$ cat src/rtl/dgs_pkg.sv
package dgs_pkg;

    localparam int CLASS_W = 5;

    // Class codes that carry special cost or placement rules.
    localparam logic [CLASS_W-1:0] CLS_PLAIN     = 5'd0;
    localparam logic [CLASS_W-1:0] CLS_DIVIDE    = 5'd1;
    localparam logic [CLASS_W-1:0] CLS_UPD       = 5'd2;
    localparam logic [CLASS_W-1:0] CLS_UPD_IDX   = 5'd3;
    localparam logic [CLASS_W-1:0] CLS_RESERVE   = 5'd4;
    localparam logic [CLASS_W-1:0] CLS_MOVE_CR   = 5'd5;
    localparam logic [CLASS_W-1:0] CLS_CR_LOGIC  = 5'd6;
    localparam logic [CLASS_W-1:0] CLS_READ_CR   = 5'd7;
    localparam logic [CLASS_W-1:0] CLS_WRITE_SPR = 5'd8;

    typedef enum logic [1:0] {
        GRP_EMPTY = 2'd0,
        GRP_OPEN  = 2'd1,
        GRP_FULL  = 2'd2
    } grp_state_e;

endpackage

$ cat src/rtl/dgs_classify.sv
module dgs_classify
    import dgs_pkg::*;
#(
    parameter int SLOT_W = 3
) (
    input  logic [CLASS_W-1:0] cls,
    input  logic               record,
    output logic [SLOT_W-1:0]  cost,
    output logic               lead
);

    logic [SLOT_W-1:0] base_cost;
    logic              placed_first;

    always_comb begin
        unique case (cls)
            CLS_DIVIDE, CLS_UPD:                  base_cost = SLOT_W'(2);
            CLS_UPD_IDX, CLS_RESERVE, CLS_MOVE_CR: base_cost = SLOT_W'(4);
            default:                              base_cost = SLOT_W'(1);
        endcase
    end

    always_comb begin
        unique case (cls)
            CLS_CR_LOGIC, CLS_READ_CR, CLS_WRITE_SPR: placed_first = 1'b1;
            default:                                  placed_first = 1'b0;
        endcase
    end

    // Record forms of single-slot classes take a second slot.
    assign cost = (base_cost == SLOT_W'(1) && record) ? SLOT_W'(2) : base_cost;
    assign lead = (cost > SLOT_W'(1)) || placed_first;

endmodule

$ cat src/rtl/dgs_nop_calc.sv
module dgs_nop_calc #(
    parameter int SLOT_W      = 3,
    parameter int FILL_SLOTS  = 5,
    parameter int PAD_LIMIT   = 6
) (
    input  logic [SLOT_W-1:0] slot,
    input  logic              hazard,
    input  logic              stall0,
    input  logic              term_mode,
    output logic [SLOT_W-1:0] nop_count,
    output logic              hazard_req
);

    always_comb begin
        nop_count = '0;
        if (hazard && slot < SLOT_W'(PAD_LIMIT)) begin
            if (term_mode)
                nop_count = SLOT_W'(1);
            else if (slot <= SLOT_W'(FILL_SLOTS))
                nop_count = SLOT_W'(FILL_SLOTS) - slot;
        end
    end

    assign hazard_req = hazard && stall0;

endmodule

$ cat src/rtl/dgs_group_fsm.sv
module dgs_group_fsm
    import dgs_pkg::*;
#(
    parameter int SLOT_W     = 3,
    parameter int BR_W       = 2,
    parameter int FILL_SLOTS = 5,
    parameter int PAD_LIMIT  = 6
) (
    input  logic              clk,
    input  logic              rst_n,
    input  logic              clr,
    input  logic              valid,
    input  logic              branch,
    input  logic [SLOT_W-1:0] cost,
    input  logic              lead,
    input  logic              nop_insert,
    input  logic              term_mode,
    output logic [SLOT_W-1:0] slot_q,
    output logic [BR_W-1:0]   br_q
);

    localparam int SLOT_MAX = (1 << SLOT_W) - 1;

    grp_state_e        state_q, state_d;
    logic [SLOT_W-1:0] pad_slot, base_slot, slot_d;
    logic [BR_W-1:0]   pad_br, base_br, br_d;
    logic [SLOT_W:0]   sum;

    // Next group contents: padding first, then the offered instruction.
    always_comb begin
        pad_slot = slot_q;
        pad_br   = br_q;
        if (nop_insert) begin
            if (term_mode || slot_q == SLOT_W'(PAD_LIMIT)) begin
                pad_slot = '0;
                pad_br   = '0;
            end else if (slot_q != SLOT_W'(SLOT_MAX)) begin
                pad_slot = slot_q + 1'b1;
            end
        end

        slot_d    = pad_slot;
        br_d      = pad_br;
        base_slot = pad_slot;
        base_br   = pad_br;
        sum       = '0;
        if (valid) begin
            if (pad_slot == SLOT_W'(FILL_SLOTS) ||
                (branch && pad_br == BR_W'(1))) begin
                slot_d = '0;
                br_d   = '0;
            end else begin
                if (lead && pad_slot != '0) begin
                    base_slot = '0;
                    base_br   = '0;
                end
                sum    = {1'b0, base_slot} + {1'b0, cost};
                slot_d = (sum > (SLOT_W+1)'(SLOT_MAX)) ? SLOT_W'(SLOT_MAX)
                                                       : sum[SLOT_W-1:0];
                br_d   = base_br + BR_W'(branch);
            end
        end

        if (clr) begin
            slot_d = '0;
            br_d   = '0;
        end
    end

    // State follows the next slot count.
    always_comb begin
        unique case (1'b1)
            (slot_d == '0):                      state_d = GRP_EMPTY;
            (slot_d >= SLOT_W'(FILL_SLOTS)):     state_d = GRP_FULL;
            default:                             state_d = GRP_OPEN;
        endcase
    end

    always_ff @(posedge clk) begin
        if (!rst_n) begin
            state_q <= GRP_EMPTY;
        end else begin
            state_q <= state_d;
        end
    end

    always_ff @(posedge clk) begin
        if (!rst_n) begin
            slot_q <= '0;
            br_q   <= '0;
        end else begin
            slot_q <= slot_d;
            br_q   <= br_d;
        end
    end

    assert_clear_R1: assert property (@(posedge clk) disable iff (!rst_n)
        clr |=> (slot_q == '0 && br_q == '0));

    assert_full_close_R6: assert property (@(posedge clk) disable iff (!rst_n)
        (valid && !clr && !nop_insert && slot_q == SLOT_W'(FILL_SLOTS))
        |=> (slot_q == '0 && br_q == '0));

    assert_one_branch_R7: assert property (@(posedge clk) disable iff (!rst_n)
        br_q <= BR_W'(1));

    assert_state_sync_R8: assert property (@(posedge clk) disable iff (!rst_n)
        (state_q == GRP_EMPTY) == (slot_q == '0));

    assert_pad_close_R11: assert property (@(posedge clk) disable iff (!rst_n)
        (nop_insert && term_mode && !valid && !clr) |=> (slot_q == '0));

    assert_saturate_R13: assert property (@(posedge clk) disable iff (!rst_n)
        (slot_q == SLOT_W'(SLOT_MAX) && valid && !clr && !nop_insert && !lead &&
         !(branch && br_q == BR_W'(1))) |=> (slot_q == SLOT_W'(SLOT_MAX)));

endmodule

$ cat src/rtl/dgs_slot_acct.sv
module dgs_slot_acct
    import dgs_pkg::*;
#(
    parameter int SLOT_W     = 3,
    parameter int BR_W       = 2,
    parameter int FILL_SLOTS = 5,
    parameter int PAD_LIMIT  = 6
) (
    input  logic               clk,
    input  logic               rst_n,
    input  logic               clr,
    input  logic               in_valid,
    input  logic [CLASS_W-1:0] in_class,
    input  logic               in_branch,
    input  logic               in_record,
    input  logic               nop_insert,
    input  logic               term_nop_mode,
    input  logic               las_hazard,
    input  logic               first_query,
    output logic [SLOT_W-1:0]  slot_count,
    output logic [BR_W-1:0]    branch_count,
    output logic               must_first,
    output logic [SLOT_W-1:0]  nop_count,
    output logic               nop_hazard
);

    logic [SLOT_W-1:0] cost;
    logic              lead;

    dgs_classify #(.SLOT_W(SLOT_W)) u_classify (
        .cls    (in_class),
        .record (in_record),
        .cost   (cost),
        .lead   (lead)
    );

    dgs_group_fsm #(
        .SLOT_W     (SLOT_W),
        .BR_W       (BR_W),
        .FILL_SLOTS (FILL_SLOTS),
        .PAD_LIMIT  (PAD_LIMIT)
    ) u_group (
        .clk        (clk),
        .rst_n      (rst_n),
        .clr        (clr),
        .valid      (in_valid),
        .branch     (in_branch),
        .cost       (cost),
        .lead       (lead),
        .nop_insert (nop_insert),
        .term_mode  (term_nop_mode),
        .slot_q     (slot_count),
        .br_q       (branch_count)
    );

    dgs_nop_calc #(
        .SLOT_W     (SLOT_W),
        .FILL_SLOTS (FILL_SLOTS),
        .PAD_LIMIT  (PAD_LIMIT)
    ) u_nop (
        .slot       (slot_count),
        .hazard     (las_hazard),
        .stall0     (first_query),
        .term_mode  (term_nop_mode),
        .nop_count  (nop_count),
        .hazard_req (nop_hazard)
    );

    assign must_first = in_valid && lead;

    assert_nop_bound_R9: assert property (@(posedge clk) disable iff (!rst_n)
        nop_count <= SLOT_W'(FILL_SLOTS));

    assert_query_R10: assert property (@(posedge clk) disable iff (!rst_n)
        nop_hazard |-> (las_hazard && first_query));

    assert_lead_restart_R5: assert property (@(posedge clk) disable iff (!rst_n)
        (must_first && !clr && !nop_insert && slot_count != '0 &&
         slot_count != SLOT_W'(FILL_SLOTS) && !(in_branch && branch_count == BR_W'(1)))
        |=> (slot_count != '0 && branch_count == BR_W'($past(in_branch))));

endmodule

$ cat config.mk
export PLATFORM = sky130hd
export DESIGN_NAME = dgs_slot_acct
export DESIGN_NICKNAME = d
export VERILOG_FILES = /design/src/rtl/dgs_pkg.sv /design/src/rtl/dgs_classify.sv /design/src/rtl/dgs_nop_calc.sv /design/src/rtl/dgs_group_fsm.sv /design/src/rtl/dgs_slot_acct.sv
export SDC_FILE = /design/constraint.sdc
export NUM_CORES = 1
export LEC_CHECK = 0
export BUFFER_PORTS_ARGS = -buffer_cell sky130_fd_sc_hd__clkbuf_2
export CAP_MARGIN = 20
export CORE_MARGIN = 2
export CORE_UTILIZATION = 50
export CTS_BUF_LIST = sky130_fd_sc_hd__clkbuf_2 sky130_fd_sc_hd__clkbuf_4 sky130_fd_sc_hd__clkbuf_8
export CTS_CLUSTER_DIAMETER = 30
export DETAILED_ROUTE_END_ITERATION = 12
export GPL_TIMING_DRIVEN = 0
export PLACE_DENSITY = 0.84
export SYNTH_ARGS = -nofsm -noshare
export SYNTH_HDL_FRONTEND = slang
export SYNTH_HIERARCHICAL = 1
export SYNTH_SLANG_ARGS = --single-unit
$ cat constraint.sdc
create_clock -name clk -period 2.8 [get_ports clk]
set_clock_uncertainty 0.05 [all_clocks]
set_input_delay 0.42 -clock clk [delete_from_list [all_inputs] [get_ports clk]]
set_output_delay 0.42 -clock clk [all_outputs]
set_load 0.03 [all_outputs]
==> results.md, run 1 <==
* Outcome: completed
* Placer congestion estimate at 0.770
* Final worst slack at 162 ps
* Largest net degree at the start of global routing at 13
* DP Wirelength at 1210 microns
* CTS buffer count at 3
* Origin of the critical flop-to-flop path: u_group/slot_q[0]
* Mux cell area share after synthesis at 3.19%
* Die area at 1640 sq um
* Via count at 757
* Ys Warns at 6
* Routed vias/inst at 5.69
* CTS tree: yes
* PD cells at 314 nW/um^2
* Max cap viols at 0
* TNS Setup at 0 ps
* Power, Total at 267 uW
* IO buf count at 24
* Top FF cell, synth: dfxtp_1
* Hold Crit Depth at 2
* Post-synth ARST share at 0%
* Crit path launch: u_group/slot_q[0]
* Logic pwr share at 35.7%
* Clk pwr share at 35.2%
* Fin cells at 133
* Synth cell count leaders: nor2_1 (14), a21oi_1 (9), inv_1 (9), nand2_1 (7), ha_1 (6)
* Max-slew violation count at 0
* HP Class: input pin to flip-flop
* Worst r2r path cells at 12
* Synth Area in XOR/XNOR at 3.94%
* Final hold violation count at 0
* Hold Path Origin: in_valid
* Power share of the sequential group at 29.1%
* Critical Path AT at 2710 ps
* Switch share at 33.9%
* Post-route minimum period at 2640 ps
* Global Route Usage Sum at 20.1%
* P_sw at 90.7 uW
* Detail Route Antenna Nets at 0
* Post-synth cell types at 36
* Reg area at 101 sq um
* Synthesized instance count at 89
* Most numerous cell in the Yosys netlist: nor2_1
* H-tree lvl count at 1
* Simple-gate portion of the synthesized area at 31.3%
* DIE HEIGHT at 40.5 microns
* Post-Syn Area at 667 sq um
* Synth Area in Adders at 14.3%
* Post-synth EDFFs at 0
* Post-DP Area at 806 sq um
* Static Leak at 0.434 nW
* CP Capture Type: flip-flop
* Unrepaired setup endpoints after global routing: no
* Layout filler cell count at 124
* CTS root buf: clkbuf_4
* Number of synthesized register bits at 5
* First-pass DRT Iterations at 4
* DRT iter0 DRCs at 28
* Vias in the first global route at 579
* Area grow syn2layout at 27.8%
* Core area at 1270 sq um
* Period Utilization, post-route at 94.2%
* Layout cell share with drive strength beyond 1 at 37.3%
* Slew margin rel. at 63.7%
* Cell Rows at 13
* Die Wd at 40.5 microns
* Internal power at 177 uW
* Clock latency on the worst-skew pair at 240 ps
* Synth top area share at 15.0%
* Largest area contributor in the netlist: dfxtp_1
* Total grt overflow at 0
* Clk buf depth at 2
* Routed wire per std cell at 12.4 microns
* Worst hold slack at 448 ps
* Multi-input gate area at 537 sq um
* Net Count, Synth at 111
* Clk slew on worst S/H paths at 50 ps
* Finish-stage setup viols at 0
* Per-instance average area after synthesis at 7.49 sq um
* Starting Density at 52.6%
* Total detailed-routing wirelength at 1650 microns
* Startpoint types: flip-flop
* End-of-flow core utilization at 67.2%
* Largest family of logic cells by synthesized area: simple AND/OR/NAND/NOR gates
* Critical path fanouts, max at 9
* Antenna diodes at 0
* Register area share after synthesis at 15.0%
* Post-route cell area at 852 sq um
* Initial antenna violation count at 0
* First-pass GRT wire length at 2250 microns
* Setup CP Type: flip-flop to flip-flop
* DRC Markers at 0
* Num Clock Sinks at 5
* VDD IR max at 0.446 mV
* Slew @ Worst Pin at 544 ps
* Maximum clock rate at 0.379 GHz
* Pre-CTS WS at 69.0 ps
* Num ports at 25
* Placed cell count at 128
* Top cells by area, synth: dfxtp_1 (15%), ha_1 (11%), nor2_1 (7.9%)
* Post-synthesis compound-gate area fraction at 26.6%
* Final layout net count at 141
* Worst path required time at 2870 ps
## critical path: stages, from the launching register on
cell and delay, ps:
dfxtp_2 370, ha_1 270, a21boi_2 190, mux2i_2 290, nand2_1 110, or2_2 300
inv_1 70, ha_1 220, a21o_1 180, a21oi_2 170, nand2_1 80, a21oi_1 170
nor2_1 50
## path summary, 6_finish.rpt
kind,to,slack (ps)
min reg2reg,u_group/br_q[1],500
min,u_group/br_q[1],450
max reg2reg,u_group/slot_q[1],160
max,u_group/slot_q[1],160
## registers in the layout (all words and copies together), names as in the netlist
| name | flops |
|---|---|
| u_group/slot_q | 3 |
| u_group/br_q | 2 |
## what timing repair did
action / CTS / global route
setup endpoints to repair: 0 / 3
hold buffers: 0 / 0
gates resized for setup: 0 / 3
buffers inserted: 0 / 1
## final cells by class
cell class	instances	share of cell area [%]
clock buffer	4	3.52
inverter	10	4.41
multi-input combinational	74	63.0
sequential	5	11.9
tap	15	2.20
timing repair buffer	25	15.0
## power groups by stage
stage / registers, mW / clock network (mW) / logic (mW)
3_3_place_gp: 0.0788 / 0 / 0.0878
6_report: 0.0778 / 0.0942 / 0.0954
2_1_floorplan: 0.0823 / 0 / 0.0551
3_5_place_dp: 0.0790 / 0 / 0.0909
4_1_cts: 0.0776 / 0.0975 / 0.0915
5_1_grt: 0.0781 / 0.103 / 0.105
## per-layer routing
layer	routed length [microns]	GRT usage [%]
met4	6	0
met2	857	38.5
met1	690	23.4
met5	0	0
met3	94	5.00
## layout by cell type, fill, tap and decap left out, drive strengths merged, types with 3 or more instances in the layout
master  count
clkbuf     28
nand2       7
nand2b      3
inv        10
nor2       14
dfxtp       5
nor3        4
ha          6
a21o        3
a21oi      10
## cells by family after synthesis
logic type	after synthesis
DFF	5
AOI/OAI and AO/OA	24
xor gates and xnor gates	3
and+or+nand+nor	38
adders and majority gates	7
buffers and inverters	10
muxes	2
(Power assumes the default switching activity.)
==> run 2: changes to the inputs <==
==> constraint.sdc (replaced) <==
create_clock -name clk -period 2.99 [get_ports clk]
set_clock_uncertainty 0.05 [all_clocks]
set_input_delay 0.4485 -clock clk [delete_from_list [all_inputs] [get_ports clk]]
set_output_delay 0.4485 -clock clk [all_outputs]
set_load 0.03 [all_outputs]
==> run 2 against run 1 <==
  * Register-to-register slack better by 80 ps
  * Fmax down 4.2%
  * Flip-flop and latch count stayed put
  * Combinational power down 10%
  * Cell area down 1.9%
  * Wire length decreased by 7.7%
  * Sequential power decreased by 6.6%
==> results.md, run 2 (synthesis results as in run 1) <==
* Final layout net count at 140
* IO buf count at 24
* Post_cts resized at 0
* Critical path's top delay family: compound AO/OA/AOI/OAI gates
* Period Utilization, post-route at 92.1%
* CTS tree: yes
* Slew margin rel. at 63.4%
* Worst path required time at 3060 ps
* Clk slew on worst S/H paths at 50 ps
* Setup CP Type: flip-flop to flip-flop
* Most frequent cells in the layout: clkbuf_2 (24), nor2_1 (14), a21oi_1 (9), inv_1 (9), nand2_1 (7)
* CTS root buf: clkbuf_4
* Slew @ Worst Pin at 549 ps
* Maximum clock rate at 0.363 GHz
* Largest net degree at the start of global routing at 13
* Critical path buffers and inverters at 1
* Max cap viols at 0
* First-pass GRT wire length at 2250 microns
* Routed vias/inst at 5.53
* Area grow syn2layout at 25.3%
* CP max stage cell: dfxtp_1
* Total grt overflow at 0
* Critical path fanouts, max at 9
* Commonest non-fill, non-tap cell in the layout: clkbuf_2
* Max-slew violation count at 0
* Antenna diodes at 0
* PD cells at 295 nW/um^2
* Unrepaired setup endpoints after global routing: no
* Via count at 730
* Flip-flop count of the largest register after layout at 3
* Finish-stage setup viols at 0
* CP peak stage delay at 390 ps
* DP Wirelength at 1210 microns
* Final hold violation count at 0
* Die Wd at 40.5 microns
* Static Leak at 0.429 nW
* CP Capture Type: flip-flop
* Num Clock Sinks at 5
* Layout cell share with drive strength beyond 1 at 34.2%
* Reg area at 100 sq um
* Post-route minimum period at 2750 ps
* Worst hold slack at 479 ps
* DRT iter0 DRCs at 13
* First-pass DRT Iterations at 6
* DIE HEIGHT at 40.5 microns
* Outcome: completed
* HP Class: input pin to flip-flop
* Layout filler cell count at 128
* Critical Path AT at 2820 ps
* Core area at 1270 sq um
* Most flops, register: u_group/slot_q
* Clock latency on the worst-skew pair at 240 ps
* CTS buffer count at 3
* Num ports at 25
* Post-CTS Setup Bufs at 0
* Detail Route Antenna Nets at 0
* Clk buf depth at 2
* Multi-input gate area at 529 sq um
* Vias in the first global route at 579
* Die area at 1640 sq um
* Total detailed-routing wirelength at 1520 microns
* Placer congestion estimate at 0.770
* Largest registers: u_group/slot_q x3, u_group/br_q x2
* TNS Setup at 0 ps
* Cell Rows at 13
* Starting Density at 52.6%
* DRC Markers at 0
* Initial antenna violation count at 0
* Critical-path cell list: ha_1 -> a21boi_2 -> mux2i_1 -> nand2_1 -> or2_2 -> inv_1 -> ha_1 -> a21o_1 -> a21oi_1 -> nand2_1 -> a21oi_1 -> nor2_1
* VDD IR max at 0.417 mV
* H-tree lvl count at 1
* Routed wire per std cell at 11.5 microns
* Global Route Usage Sum at 20.1%
* Startpoint types: flip-flop
* Post-CTS Hold Buffers at 0
[run 2: through the flow]
stage / setup WS, ps / util, % / power (mW) / instances / instance area, sq um
global route: 33.4 / 65.9 / 0.264 / 132 / 836
global placement: 325 / 63.5 / 0.156 / 128 / 806
floorplan: 348 / - / 0.129 / 89 / 667
CTS: 239 / 65.9 / 0.250 / 132 / 836
finish: 237 / 65.9 / 0.247 / 132 / 836
detailed placement: 259 / 63.5 / 0.159 / 128 / 806
[run 2: layout make-up]
class	instances	area share (%)
clock buffers	4	3.59
multi-input cells	74	63.3
inverters	10	4.49
repair buffers	24	14.4
flip-flops and latches	5	12.0
well taps	15	2.25
[run 2: worst paths after layout]
kind / startpoint / end / slack [ps] / depth (start not counted)
setup / recovery: u_group/slot_q[0] / u_group/slot_q[1] / 240 / 12
hold / removal: in_valid / u_group/br_q[1] / 480 / 2
setup reg to reg: u_group/slot_q[0] / u_group/slot_q[1] / 240 / 12
hold reg to reg: u_group/br_q[1] / u_group/br_q[1] / 500 / 2
[run 2: power by group]
part           switching (mW)  internal, mW  total, mW
logic                  0.0506        0.0349     0.0855
registers             0.00389        0.0688     0.0727
clock network          0.0288        0.0596     0.0884
[run 2: routing by layer]
metal	global-route usage, %	wire, microns	vias to the layer above	part of all wire (%)
met5	0	0	-	0
met1	23.4	691	335	45
met4	0	0	0	0
met3	5.00	63	0	4.1
met2	38.5	766	21	50
li1	-	-	374	-
